## config.mk

```make
export PLATFORM = sky130hd
export DESIGN_NAME = rand_disp_ctrl
export DESIGN_NICKNAME = d
export VERILOG_FILES = /design/src/rtl/rdc_pkg.sv /design/src/rtl/period_timer.sv /design/src/rtl/rand_src.sv /design/src/rtl/bin2dec.sv /design/src/rtl/digit_scan.sv /design/src/rtl/rand_disp_ctrl.sv
export SDC_FILE = /design/constraint.sdc
export NUM_CORES = 1
export LEC_CHECK = 0
export ABC_AREA = 1
export ABC_CLOCK_PERIOD_IN_PS = 10900
export CAP_MARGIN = 25
export CORE_ASPECT_RATIO = 1.25
export CORE_MARGIN = 1.5
export CORE_UTILIZATION = 27
export DETAILED_ROUTE_END_ITERATION = 12
export SETUP_SLACK_MARGIN = 0.1
export SYNTH_ARGS = -nofsm -noshare
export SYNTH_HDL_FRONTEND = slang
export SYNTH_HIERARCHICAL = 1
export SYNTH_SLANG_ARGS = --single-unit
```

## constraint.sdc

```tcl
create_clock -name clk -period 10.9 [get_ports clk]
set_clock_uncertainty 0.15 [all_clocks]
set_input_delay 3.27 -clock clk [delete_from_list [all_inputs] [get_ports clk]]
set_output_delay 3.27 -clock clk [all_outputs]
set_load 0.05 [all_outputs]
```

## src/rtl/rdc_pkg.sv

```systemverilog
// Package: shared constants and segment decoding for the random display controller.
// Assumes a display of eight positions, of which five hold the fixed number.
package rdc_pkg;
    localparam int unsigned NUM_POS  = 8;
    localparam int unsigned RND_POS  = 3;
    localparam int unsigned SEG_W    = 7;
    localparam int unsigned RND_W    = 10;

    // Decimal digit to active-high segments, bit 0 = a ... bit 6 = g.
    function automatic logic [SEG_W-1:0] seg_of(input logic [3:0] d);
        logic [SEG_W-1:0] s;
        case (d)
            4'd0:    s = 7'h3F;
            4'd1:    s = 7'h06;
            4'd2:    s = 7'h5B;
            4'd3:    s = 7'h4F;
            4'd4:    s = 7'h66;
            4'd5:    s = 7'h6D;
            4'd6:    s = 7'h7D;
            4'd7:    s = 7'h07;
            4'd8:    s = 7'h7F;
            4'd9:    s = 7'h6F;
            default: s = 7'h00;
        endcase
        return s;
    endfunction
endpackage

```

## src/rtl/period_timer.sv

```systemverilog
// Module: period_timer
// Issues a one-cycle tick every PERIOD_CYC cycles, counted from reset release.
// Assumes PERIOD_CYC >= 1; the counter clears on synchronous active-low reset.
module period_timer #(
    parameter int unsigned PERIOD_CYC = 100_000_000
) (
    input  logic clk,
    input  logic rst_n,
    output logic tick
);
    localparam int unsigned CNT_W = (PERIOD_CYC > 1) ? $clog2(PERIOD_CYC) : 1;
    localparam logic [CNT_W-1:0] LAST = CNT_W'(PERIOD_CYC - 1);

    logic [CNT_W-1:0] cnt_q;

    assign tick = (cnt_q == LAST);

    // Count cycles and wrap at the end of each period.
    always_ff @(posedge clk) begin
        if (!rst_n)    cnt_q <= '0;
        else if (tick) cnt_q <= '0;
        else           cnt_q <= cnt_q + 1'b1;
    end
endmodule

```

## src/rtl/rand_src.sv

```systemverilog
// Module: rand_src
// A 10-bit shift register that steps once per tick. The stepped value, folded
// into 0..999, is registered as the shown value. Reset loads SEED into the
// register and clears the shown value. Assumes SEED is non-zero.
module rand_src #(
    parameter logic [9:0] SEED = 10'h2A5
) (
    input  logic       clk,
    input  logic       rst_n,
    input  logic       tick,
    output logic [9:0] lfsr_q,
    output logic [9:0] shown_val
);
    localparam logic [9:0] LIMIT = 10'd1000;

    logic       fb;
    logic [9:0] next_l;
    logic [9:0] folded;

    // Feedback and one-step shift toward the top bit.
    always_comb begin
        fb     = lfsr_q[9] ^ lfsr_q[5] ^ lfsr_q[2] ^ lfsr_q[1];
        next_l = {lfsr_q[8:0], fb};
    end

    // Fold values of 1000 and above back into range.
    always_comb begin
        folded = (next_l >= LIMIT) ? (next_l - LIMIT) : next_l;
    end

    // Advance the generator and capture the shown value on each tick.
    always_ff @(posedge clk) begin
        if (!rst_n) begin
            lfsr_q    <= SEED;
            shown_val <= '0;
        end else if (tick) begin
            lfsr_q    <= next_l;
            shown_val <= folded;
        end
    end
endmodule

```

## src/rtl/bin2dec.sv

```systemverilog
// Module: bin2dec
// Combinational split of a binary value into DIGS decimal digits, with the
// units digit in the lowest nibble. Assumes the value is below 10**DIGS.
module bin2dec #(
    parameter int unsigned IN_W = 10,
    parameter int unsigned DIGS = 3
) (
    input  logic [IN_W-1:0]   val,
    output logic [4*DIGS-1:0] bcd
);
    for (genvar g = 0; g < DIGS; g++) begin : g_dig
        localparam int unsigned P10 = 10 ** g;
        // One decimal digit per nibble.
        assign bcd[4*g +: 4] = 4'((int'(val) / P10) % 10);
    end
endmodule

```

## src/rtl/digit_scan.sv

```systemverilog
// Module: digit_scan
// Steps a position index from 0 up to NUM_POS-1 every DWELL_CYC cycles and
// decodes it into one-hot enables. Reset returns the scan to position 0.
module digit_scan #(
    parameter int unsigned NUM_POS   = 8,
    parameter int unsigned DWELL_CYC = 6250
) (
    input  logic                       clk,
    input  logic                       rst_n,
    output logic [$clog2(NUM_POS)-1:0] idx,
    output logic [NUM_POS-1:0]         dig_en
);
    localparam int unsigned IDX_W = $clog2(NUM_POS);
    localparam int unsigned DW_W  = (DWELL_CYC > 1) ? $clog2(DWELL_CYC) : 1;
    localparam logic [DW_W-1:0]  DW_LAST  = DW_W'(DWELL_CYC - 1);
    localparam logic [IDX_W-1:0] IDX_LAST = IDX_W'(NUM_POS - 1);

    logic [DW_W-1:0] dw_q;

    // Dwell on each position, then move to the next one.
    always_ff @(posedge clk) begin
        if (!rst_n) begin
            dw_q <= '0;
            idx  <= '0;
        end else if (dw_q == DW_LAST) begin
            dw_q <= '0;
            idx  <= (idx == IDX_LAST) ? '0 : idx + 1'b1;
        end else begin
            dw_q <= dw_q + 1'b1;
        end
    end

    for (genvar g = 0; g < NUM_POS; g++) begin : g_en
        // Enable for position g.
        assign dig_en[g] = (idx == IDX_W'(g));
    end
endmodule

```

## src/rtl/rand_disp_ctrl.sv

```systemverilog
// Module: rand_disp_ctrl (top)
// Shows a fixed five-digit number on the upper positions and a refreshed
// random value of 0..999 on the lower three. Synchronous active-low reset.
// Assumes CLK_HZ * PERIOD_SEC fits in 32 bits.
module rand_disp_ctrl
    import rdc_pkg::*;
#(
    parameter int unsigned CLK_HZ     = 50_000_000,
    parameter int unsigned PERIOD_SEC = 2,
    parameter int unsigned SCAN_HZ    = 1000,
    parameter logic [19:0] ID_BCD     = 20'h20413,
    parameter logic [9:0]  SEED       = 10'h2A5
) (
    input  logic             clk,
    input  logic             rst_n,
    output logic [SEG_W-1:0] seg,
    output logic [NUM_POS-1:0] dig_en
);
    localparam int unsigned PERIOD_CYC = CLK_HZ * PERIOD_SEC;
    localparam int unsigned DWELL_RAW  = CLK_HZ / (SCAN_HZ * NUM_POS);
    localparam int unsigned DWELL_CYC  = (DWELL_RAW < 1) ? 1 : DWELL_RAW;
    localparam int unsigned IDX_W      = $clog2(NUM_POS);

    logic                 tick;
    logic [RND_W-1:0]     lfsr_q;
    logic [RND_W-1:0]     shown_val;
    logic [4*RND_POS-1:0] rnd_bcd;
    logic [IDX_W-1:0]     idx;
    logic [4*NUM_POS-1:0] all_bcd;
    logic [3:0]           nib;

    period_timer #(.PERIOD_CYC(PERIOD_CYC)) u_timer (
        .clk   (clk),
        .rst_n (rst_n),
        .tick  (tick)
    );

    rand_src #(.SEED(SEED)) u_rand (
        .clk       (clk),
        .rst_n     (rst_n),
        .tick      (tick),
        .lfsr_q    (lfsr_q),
        .shown_val (shown_val)
    );

    bin2dec #(.IN_W(RND_W), .DIGS(RND_POS)) u_dec (
        .val (shown_val),
        .bcd (rnd_bcd)
    );

    digit_scan #(.NUM_POS(NUM_POS), .DWELL_CYC(DWELL_CYC)) u_scan (
        .clk    (clk),
        .rst_n  (rst_n),
        .idx    (idx),
        .dig_en (dig_en)
    );

    // Select the digit of the active position and drive its segments.
    always_comb begin
        all_bcd = {ID_BCD, rnd_bcd};
        nib     = all_bcd[4*idx +: 4];
        seg     = seg_of(nib);
    end
endmodule

```

# Word-level counts from Yosys, hierarchy flattened
# Memory sizes are Yosys's and may differ from the RTL's.
# Index checks and enable logic that the tools add are counted.
[totals]
reg_bits = 63
romBits = 112
word_cells = 35
memories = 1
[op_classes]
addsub = 4
div_mod_pow = 5
magnitude_cmp = 1
n_eq_ne = 9
shift = 1
muxes = 2
bitwise_logic = 4
n_reduce_logical = 3
[memory_table]
columns = ["memory", "words", "width", "rd", "rd_clocked_by_memory_dff", "wr", "line_no", "source"]
rows = [
  ["(name not given)", 16, 7, 1, 0, 0, "rdc_pkg.sv:12", "case (d)"],
]
[op_table]
columns = ["op", "n"]
rows = [
  ["remainder unit 32 x 4 -> 32 bit (second input constant)", 2],
  ["divider 10 x 4 -> 32 bit (second input constant)", 1],
  ["divider 10 x 7 -> 32 bit (second input constant)", 1],
  ["remainder unit 10 x 4 -> 32 bit (second input constant)", 1],
  ["variable part select 32 x 6 -> 4 bit", 1],
  ["adder 27 x 1 -> 27 bit (second input constant)", 1],
  ["== test 27 bit (second input constant)", 1],
  ["adder 13 x 1 -> 13 bit (second input constant)", 1],
  ["== test 13 bit (second input constant)", 1],
  ["== test 3 bit (second input constant)", 4],
  [">= comparator 10 bit (second input constant)", 1],
  ["2-to-1 mux 10 bit", 1],
  ["subtractor 10 bit (second input constant)", 1],
  ["== test 3 x 2 -> 1 bit (second input constant)", 2],
  ["OR reduction 2 bit", 2],
  ["adder 3 x 1 -> 3 bit (second input constant)", 1],
  ["== test 3 x 1 -> 1 bit (second input constant)", 1],
  ["zero test 3 bit", 1],
  ["2-to-1 mux 3 bit", 1],
  ["XOR 1 bit", 3],
  ["inverter 1 bit", 1],
]

# Logic depth before layout (Yosys ltp)
# Gate-level depths: netlist of the first run.
[depth]
word_depth = 5
mapped_depth = 66
mapped_depth_nobuf = 66

# Hierarchy
# Netlist of the first run, hierarchy kept.
[by_module_without_submodules]
columns = ["mod", "instances", "cells_each", "area_per_inst_um2"]
rows = [
  ["bin2dec", 1, 431, 2346.0],
  ["period_timer", 1, 222, 1461.4],
  ["digit_scan", 1, 147, 1024.7],
  ["rand_src", 1, 107, 815.8],
  ["rand_disp_ctrl", 1, 75, 424.2],
]

# Worst setup path before layout of the first run
# No wires, ideal clock.
[synth_timing]
path_type = "reg2out"
from = "register u_rand.shown_val[8]"
to = "output seg[0]"
arrival_ns = 6.279
required_ns = 7.480
slack_ns = 1.201
path_stages_with_launch = 60
n_path_buf = 2
cell_sequence = "dfxtp_1 inv_2 nand2_4 ha_1 inv_1 nand2_4 nand2_4 nand4_2 nand2_1 nand2_2 nor2_4 nand3_2 buf_6 nand2_2 nand2_4 nor2_8 nand3_4 nand2_1 [... 24 more ...] nand3_4 nand2_1 nand2_1 inv_2 nand2_2 nand3_2 nand2_1 nand2_1 nand2_1 nand2_1 nand3_1 nand2_1 inv_2 ha_1 nand3b_1 nand2_1 nand2_1 nand2_1"
[synth_via]
elab_chain_cells = 4
elab_cells_between_ends = 7
[synth_lines]
columns = ["element", "line_no", "source"]
rows = [
  ["start, declared", "rand_src.sv:12", "output logic [9:0] shown_val"],
  ["start signal, assigned", "rand_src.sv:38", "shown_val <= folded;"],
  ["divider 10 x 4 -> 32 bit", "bin2dec.sv:14", "assign bcd[4*g +: 4] = 4'((int'(val) / P10) % 10);"],
  ["remainder unit 32 x 4 -> 32 bit", "bin2dec.sv:14", ""],
  ["via rnd_bcd[5]", "rand_disp_ctrl.sv:27", "logic [4*RND_POS-1:0] rnd_bcd;"],
  ["variable part select 32 x 6 -> 4 bit", "rand_disp_ctrl.sv:61", "nib = all_bcd[4*idx +: 4];"],
  ["memory read (16 x 7 bit)", "--", ""],
  ["end, declared", "rand_disp_ctrl.sv:16", "output logic [SEG_W-1:0] seg,"],
]
# The timed path passes the listed nets, and every way through them passes these cells.

# Worst setup path after layout of the first run
[layout_timing]
from = "register u_rand.shown_val[8]"
to = "output seg[3]"
# Same word-level chain as after synthesis.

==> results of run 1 <==
state kept, by name (all words and copies together) (netlist names):
register / cells
u_timer/cnt_q: 27
u_scan/dw_q: 13
u_rand/lfsr_q: 10
u_rand/shown_val: 9
u_scan/idx: 3
per-stage QoR:
stage / std cells / setup TNS (ns) / util, %
2_1_floorplan: 980 / 0 / -
3_3_place_gp: 1268 / 0 / 29.6
3_5_place_dp: 1268 / 0 / 29.6
4_1_cts: 1288 / 0 / 31.1
5_1_grt: 1318 / -0.0441 / 33.6
6_report: 1318 / 0 / 33.6
power breakdown:
group	internal, uW	total [uW]	switching (uW)	leakage [uW]
combinational	3.37	10.3	6.96	0.00292
clock	173	265	92.8	0.000137
sequential	229	230	1.78	0.000503
layout by cell type (no fill, tap or decap), types with 14 or more instances in the layout:
cell and count:
nand2_1 279, nor2_1 118, inv_1 109, nand3_1 75, dfxtp_1 59, nand2_2 43
buf_4 34, nand2_4 32, a21oi_1 29, ha_1 23, nand4_1 23, xor2_1 20
nor2_2 18, nand3_2 16, nor2_4 16, inv_2 15, o21ai_0 15, xnor2_1 14
worst max-delay path: cells and delay by family, from the launching register on:
family / cells / cell delay (ns)
flip-flops: 1 / 0.36
buffers and inverters: 8 / 0.72
AND/OR/NAND/NOR: 47 / 4.71
AO/OA/AOI/OAI: 1 / 0.18
adder cells (fa/ha/maj): 3 / 0.57
routing by layer:
layer / vias to the layer above / GRT usage (%)
li1: 3190 / -
met1: 2689 / 13.3
met2: 38 / 21.9
met3: 16 / 2.09
met4: 0 / 3.25
met5: - / 0
final cells by class:
| type | count | area [um2] |
|---|---|---|
| Timing Repair Buffer | 52 | 508 |
| Multi-Input combinational cell | 775 | 4550 |
| Inverter | 130 | 504 |
| Fill cell | 2415 | 14700 |
| Clock buffer | 16 | 282 |
| Sequential cell | 62 | 1250 |
| Tap cell | 283 | 354 |
what timing repair did:
item                                    CTS  global route
gates resized for setup                   4            87
endpoints found under the setup margin    7             7
setup buffers                             4            29
pin swaps                                 1            42
gates cloned                              0             1
how the worst max path moves through the flow:
| stage | endpoint | slack [ns] | cells past startpoint | from |
|---|---|---|---|---|
| global placement | seg[3] | 0.43 | 60 | u_rand/shown_val[8]$_SDFFE_PN0P_ |
| detailed placement | seg[3] | 0.21 | 60 | u_rand/shown_val[8]$_SDFFE_PN0P_ |
| global route | seg[3] | -0.03 | 60 | u_rand/shown_val[7]$_SDFFE_PN0P_ |
| floorplan | seg[0] | 1.20 | 59 | u_rand/shown_val[8]$_SDFFE_PN0P_ |
| CTS | seg[3] | 0.16 | 60 | u_rand/shown_val[7]$_SDFFE_PN0P_ |
| finish | seg[3] | 0.59 | 59 | u_rand/shown_val[8]$_SDFFE_PN0P_ |
==> flow_summary.yaml, run 1 <==
status:
  status: "completed"
grt:
  grt_overflow: 0
  grt_pass1_vias: 5510
  grt_pass1_wl_um: 22900
  grt_util_all_layers_pct: 11.7
  grt_max_degree: 26
  antenna_found_initial: 0
final_layout:
  area_growth_pct: 22.9
  layout-drive-gt1-share_pct: 22.5
  final_nets: 1056
  diodes: 0
  final_cell_area_um2: 7440
sta:
  slew_headroom_pct: 33.0
  final.setup.worst_slack_ns: 0.586
  finalCriticalPeriod_ns: 10.31
  hold-worst-slack_ns: 0.294
  post-route-period-util_pct: 94.6
  drv_slew: 0
  tightest_slew_ns: 0.994
  finalSetupViolations: 0
  fmax_mhz: 97.0
  finalHoldViolations: 0
power_and_ir_drop:
  ir_drop_mv: 0.0855
  p_per_area_nw_per_um2: 68.0
  p_total_uw: 506
  cellLeakagePower_uw: 0.00356
placed_design:
  routabilityCongestion: 0.816
  dpl-instance-area_um2: 6550
  dp_hpwl_um: 10100
  post-place-ws_ns: 0.210
  io_buffers: 16
setup_path:
  crit_path_max_incr_delay_ns: 0.36
  worstRegToRegCells: 11
  end_kind: "primary output"
  reg2reg_slack_ns: 8.87
  r2r_start: "u_timer/cnt_q[0]$_SDFF_PP0_"
  critPathMaxFanout: 8
  worst_setup_path_start_kind: "flop"
  critPathRequiredTime_ns: 7.48
  crit_path_frequent_cell: "nand2_2"
  crit_type: "flop to primary output"
  rr_endpoint: "u_rand/shown_val[3]$_SDFFE_PN0P_"
  slowest_stage: "dfxtp_4"
  cp_data_arrival_time_ns: 6.89
routing:
  dr.pass1.iters: 4
  vias: 5933
  wl_met1_um: 5910
  routed.top_layer: "met4"
  wl_um: 13600
  wl_met3_um: 257
  viasPerCell: 4.50
  drt-wirelength-per-cell_um: 10.3
  ant_nets: 0
  initialDrtViolationCount: 204
  drc: 0
  route.met2.wl_um: 7230
floorplanning:
  start_util_pct: 27.4
  fp.coreArea_um2: 22100
  dieArea_um2: 23300
  io_pins: 17
  die_h_um: 170
  die_w_um: 137
  rows: 61
synthesis:
  synth.net_count: 1006
  yosysWarnings: 6
  synth_cells: 980
  syn_area_per_cell_um2: 6.18
  netlist_area_um2: 6060
clocking:
  cts_buffers: 9
  clk_pin_slew_ns: 0.05
  cts_root_buffer: "clkbuf_16"
  clockBufferDepth: 2
  cts_sinks: 62
  htreeDepth: 3
  insertion_delay_ns: 0.33
  postCtsHoldBufs: 0
  cts_tree: "yes"
min_path:
  hold_start: "u_timer/cnt_q[0]$_SDFF_PP0_"
  hold_path_depth: 1
  min_path_type: "flop to flop"
  holdPathEnd: "u_timer/cnt_q[0]$_SDFF_PP0_"
run:
  maxCapViolations: 0
(Power assumes the default switching activity.)
==> run 2: changes to the inputs <==
Settings changed: CORE_UTILIZATION 27 to 60, PLACE_DENSITY set to 0.78, SETUP_SLACK_MARGIN 0.1 to 0.3.
==> run 2 against run 1 <==
Core utilization is 41 points higher. Die area is 54% lower. Global-route usage is 14 points higher. Combinational power hardly changed. Flip-flop and latch count stayed put. Sequential power hardly changed. Largest power group unchanged. Highest routed layer unchanged. Design area is 2.6% lower. Critical path depth is 2 higher. Via count is 3.4% higher. Fmax is 0.15% lower.
==> flow_summary.yaml, run 2 (synthesis gave the netlist of run 1 again) <==
min_path:
  holdPathEnd: "u_timer/cnt_q[26]$_SDFF_PP0_"
  min_path_type: "flop to flop"
  hold_path_depth: 2
  hold_start: "u_timer/cnt_q[26]$_SDFF_PP0_"
sta:
  drv_slew: 0
  slew_headroom_pct: 3.05
  rsz0062_at_grt: "true"
  post-route-period-util_pct: 94.8
  finalCriticalPeriod_ns: 10.33
  fmax_mhz: 96.8
  tightest_slew_ns: 1.44
  tns_ns: 0
  finalHoldViolations: 0
  finalSetupViolations: 0
setup_path:
  worstRegToRegCells: 9
  rr_endpoint: "u_rand/lfsr_q[4]$_SDFFE_PN0P_"
  cp_data_arrival_time_ns: 6.91
  end_kind: "primary output"
  crit_path_max_incr_delay_ns: 0.37
  critPathMaxFanout: 8
  reg2reg_slack_ns: 8.81
  crit_type: "flop to primary output"
  worst_setup_path_start_kind: "flop"
  critPathRequiredTime_ns: 7.48
  r2r_start: "u_timer/cnt_q[0]$_SDFF_PP0_"
  crit_path_frequent_cell: "nand2_2"
  slowest_stage: "dfxtp_4"
floorplanning:
  io_pins: 17
  start_util_pct: 62.4
  rows: 40
  die_w_um: 92.9
  die_h_um: 115
  fp.coreArea_um2: 9710
  dieArea_um2: 10700
power_and_ir_drop:
  switchingPower_uw: 106
  combPwrFrac_pct: 2.0
  switching_share_pct: 20.3
  p_int_uw: 416
  p_seq_share_pct: 44.1
  p_total_uw: 522
  ir_drop_mv: 0.165
  clkPwrFrac_pct: 53.9
  cellLeakagePower_uw: 0.00357
  p_per_area_nw_per_um2: 72.0
final_layout:
  fin_util_pct: 74.7
  reg.largest.list: "u_timer/cnt_q x27, u_scan/dw_q x13, u_rand/lfsr_q x10"
  layout-drive-gt1-share_pct: 23.7
  final_nets: 1052
  layout_common_cells: "273 x nand2_1, 119 x nor2_1, 108 x inv_1"
  diodes: 0
  final_common_cell: "nand2_1"
  top_register: "u_timer/cnt_q"
  area_growth_pct: 19.7
  largest_reg_flops: 27
clocking:
  cts_buffers: 9
  postCtsHoldBufs: 0
  clk_pin_slew_ns: 0.05
  cts_root_buffer: "clkbuf_16"
  insertion_delay_ns: 0.33
  htreeDepth: 3
  cts_sinks: 62
  clockBufferDepth: 2
  cts_tree: "yes"
placed_design:
  routabilityCongestion: 0.906
  dp_hpwl_um: 10100
  io_buffers: 16
grt:
  grt_pass1_wl_um: 22500
  antenna_found_initial: 0
  grt_overflow: 0
  grt_pass1_vias: 5522
  grt_max_degree: 26
  grt_util_all_layers_pct: 25.5
run:
  maxCapViolations: 0
status:
  status: "completed"
routing:
  drc: 0
  vias: 6137
  wl_um: 14400
  drt-wirelength-per-cell_um: 12.4
  initialDrtViolationCount: 296
  dr.pass1.iters: 5
  viasPerCell: 5.30
  ant_nets: 0
## run 2: layer usage
layer	vias up	wire length (um)	track usage (%)
met1	2788	5840	26.1
met2	122	7700	51.2
met4	0	408	11.1
li1	3189	-	-
met3	38	405	2.65
met5	-	0	0
## run 2: area by class of cell
type                    instances  area (um2)
clock buffers                  14         294
flip-flops and latches         62        1250
inverters                     130         507
clock inverters                 2        12.5
well taps                     126         158
multi-input cells             775        4560
fillers                       818        2460
repair buffers                 48         469
## run 2: power groups by stage
| stage | combinational [uW] | sequential [uW] | clock (uW) |
|---|---|---|---|
| 2_1_floorplan | 9.39 | 235 | 0 |
| 3_3_place_gp | 10.5 | 235 | 0 |
| 3_5_place_dp | 10.8 | 235 | 0 |
| 4_1_cts | 10.8 | 231 | 287 |
| 5_1_grt | 11.8 | 230 | 294 |
| 6_report | 10.5 | 230 | 281 |
## run 2: through the flow
step / area (um2) / std cells / hold WS (ns) / worst slack [ns]
3_3_place_gp: 6330 / 1110 / 0.280 / 0.380
3_5_place_dp: 6330 / 1110 / 0.304 / 0.149
4_1_cts: 6730 / 1135 / 0.312 / 0.317
6_report: 7250 / 1157 / 0.310 / 0.571
5_1_grt: 7250 / 1157 / 0.325 / 0.0608
2_1_floorplan: 6060 / 980 / 0.268 / 1.20
## run 2: worst max path at each step
stage | from | endpoint | slack [ns] | cells past startpoint
floorplan | u_rand/shown_val[8]$_SDFFE_PN0P_ | seg[0] | 1.20 | 59
global placement | u_rand/shown_val[8]$_SDFFE_PN0P_ | seg[3] | 0.38 | 59
detailed placement | u_rand/shown_val[8]$_SDFFE_PN0P_ | seg[3] | 0.15 | 57
CTS | u_rand/shown_val[7]$_SDFFE_PN0P_ | seg[3] | 0.32 | 60
global route | u_rand/shown_val[8]$_SDFFE_PN0P_ | seg[3] | 0.06 | 60
finish | u_rand/shown_val[8]$_SDFFE_PN0P_ | seg[3] | 0.57 | 61
## run 2: repair_timing
| item | 4_1_cts | 5_1_grt |
|---|---|---|
| cloned | 1 | 0 |
| buffers inserted | 8 | 22 |
| pin swaps | 4 | 51 |
| endpoints found under the hold margin | 0 | 0 |
| resized for setup | 4 | 98 |
| endpoints found under the setup margin | 7 | 7 |
## run 2: worst max-delay path, delay by kind of cell, from the launching register on
kind                       cells  cell delay [ns]
buffers and inverters          9             0.71
adders and majority gates      3             0.70
AOI/OAI and AO/OA              1             0.19
and+or+nand+nor               48             4.56
DFF                            1             0.37
==> run 3: changes to the inputs <==
Settings changed: GPL_ROUTABILITY_DRIVEN set to 0, SETUP_SLACK_MARGIN 0.3 to not set.
==> run 3 against run 2 <==
Combinational power about the same. Fmax fell by 0.38%. Wire length shrank 5.4%. Global-route usage fell by 0.25 points. Critical path depth fell by 1. Core utilization decreased by 2.9 points. Register-to-register slack about the same. Sequential power about the same. Clock power about the same. Largest power group unchanged.
==> flow_summary.yaml, run 3 (synthesis gave the netlist of run 1 again) <==
clocking:
  insertion_delay_ns: 0.33
  cts_tree: "yes"
  clk_pin_slew_ns: 0.05
  clockBufferDepth: 2
  htreeDepth: 3
  cts_root_buffer: "clkbuf_16"
  cts_sinks: 62
  cts_buffers: 9
run:
  maxCapViolations: 0
sta:
  drv_slew: 0
  fmax_mhz: 96.5
  tightest_slew_ns: 0.867
  slew_headroom_pct: 42.0
  tns_ns: 0
  finalHoldViolations: 0
  finalCriticalPeriod_ns: 10.37
  finalSetupViolations: 0
  post-route-period-util_pct: 95.1
grt:
  grt_max_degree: 26
  grt_overflow: 0
  antenna_found_initial: 0
  grt_util_all_layers_pct: 25.3
  grt_pass1_vias: 5474
  grt_pass1_wl_um: 22200
setup_path:
  worst_setup_path_start_kind: "flop"
  cp_data_arrival_time_ns: 6.95
  critPathRequiredTime_ns: 7.48
  crit_path_frequent_cell: "nand2_1"
  critPathMaxFanout: 8
  reg2reg_slack_ns: 8.80
  slowest_stage: "dfxtp_4"
  crit_type: "flop to primary output"
  end_kind: "primary output"
  crit_path_max_incr_delay_ns: 0.39
final_layout:
  layout-drive-gt1-share_pct: 19.5
  area_growth_pct: 15.0
  diodes: 0
  multiInputGateArea_um2: 4360
  largest_reg_flops: 27
  top_register: "u_timer/cnt_q"
  regArea_um2: 1250
  num-fill-cells: 883
  final_nets: 1043
  final_cell_area_um2: 6970
  final_common_cell: "nand2_1"
  reg.largest.list: "u_timer/cnt_q x27, u_scan/dw_q x13, u_rand/lfsr_q x10"
  layout_common_cells: "293 x nand2_1, 120 x nor2_1, 112 x inv_1"
routing:
  viasPerCell: 5.23
  drt-wirelength-per-cell_um: 11.8
  ant_nets: 0
  initialDrtViolationCount: 223
  vias: 6001
  wl_um: 13600
  drc: 0
  dr.pass1.iters: 5
floorplanning:
  fp.coreArea_um2: 9710
  dieArea_um2: 10700
  die_h_um: 115
  io_pins: 17
  rows: 40
  start_util_pct: 62.4
  die_w_um: 92.9
power_and_ir_drop:
  ir_drop_mv: 0.165
  cellLeakagePower_uw: 0.00342
  p_per_area_nw_per_um2: 74.8
status:
  status: "completed"
placed_design:
  io_buffers: 16
  dpl-instance-area_um2: 6330
  dp_hpwl_um: 10100
min_path:
  min_path_type: "flop to flop"
run 3: cell types whose count changed in the layout (fill, tap and decap cells not counted), moves of 4 or more:
| cell | delta |
|---|---|
| nand2_4 | -11 |
| nand2_1 | +20 |
| nand2_2 | -8 |
| nand3_2 | -5 |
| buf_4 | -9 |
| inv_1 | +4 |
| nand3_1 | +8 |
run 3: metal layers:
layer | routed length, um | global-route usage (%) | part of all wire, %
met4 | 292 | 11.3 | 2.2
met3 | 289 | 2.65 | 2.1
met5 | 0 | 0 | 0
met1 | 5630 | 25.8 | 41
met2 | 7370 | 50.6 | 54
run 3: power by group:
group	internal, uW	switching [uW]
Combinational	3.41	7.09
Sequential	228	1.90
Clock	184	96.4
Total	416	105
run 3: final cells by class:
cell class	instances	area share [%]
repair buffers	38	5.73
flip-flops and latches	62	17.9
inverters	130	7.09
clock buffers	14	4.22
clock inverters	2	0.180
multi-input cells	776	62.6
well taps	126	2.26
run 3: final timing paths:
kind / from / cells past startpoint / end
setup / recovery: u_rand/shown_val[8]$_SDFFE_PN0P_ / 60 / seg[3]
hold / removal: u_timer/cnt_q[26]$_SDFF_PP0_ / 2 / u_timer/cnt_q[26]$_SDFF_PP0_
setup reg to reg: u_timer/cnt_q[0]$_SDFF_PP0_ / 9 / u_rand/lfsr_q[4]$_SDFFE_PN0P_
hold reg to reg: u_timer/cnt_q[26]$_SDFF_PP0_ / 2 / u_timer/cnt_q[26]$_SDFF_PP0_
run 3: metrics by stage:
step                      power (uW)  setup WS [ns]  cells  hold slack [ns]  util [%]
after CTS                        528         0.0231   1127            0.312      68.6
after floorplan                  244           1.20    980            0.268         -
final                            521          0.532   1148            0.310      71.8
after global placement           246          0.380   1110            0.280      65.2
after detailed placement         246          0.149   1110            0.304      65.2
after global routing             536        -0.0969   1148            0.325      71.8
run 3: critical path, delay by kind of cell (launching register included):
kind                       cells  cell delay [ns]
AOI/OAI and AO/OA              1             0.20
DFF                            1             0.39
buffers and inverters         10             0.95
adders and majority gates      3             0.54
and+or+nand+nor               46             4.49
run 3: timing repair:
item	CTS	global route
gates cloned	0	2
setup buffers	1	19
resized for setup	2	37
hold buffers	0	0
endpoints found under the setup margin	6	7
pin swaps	1	17
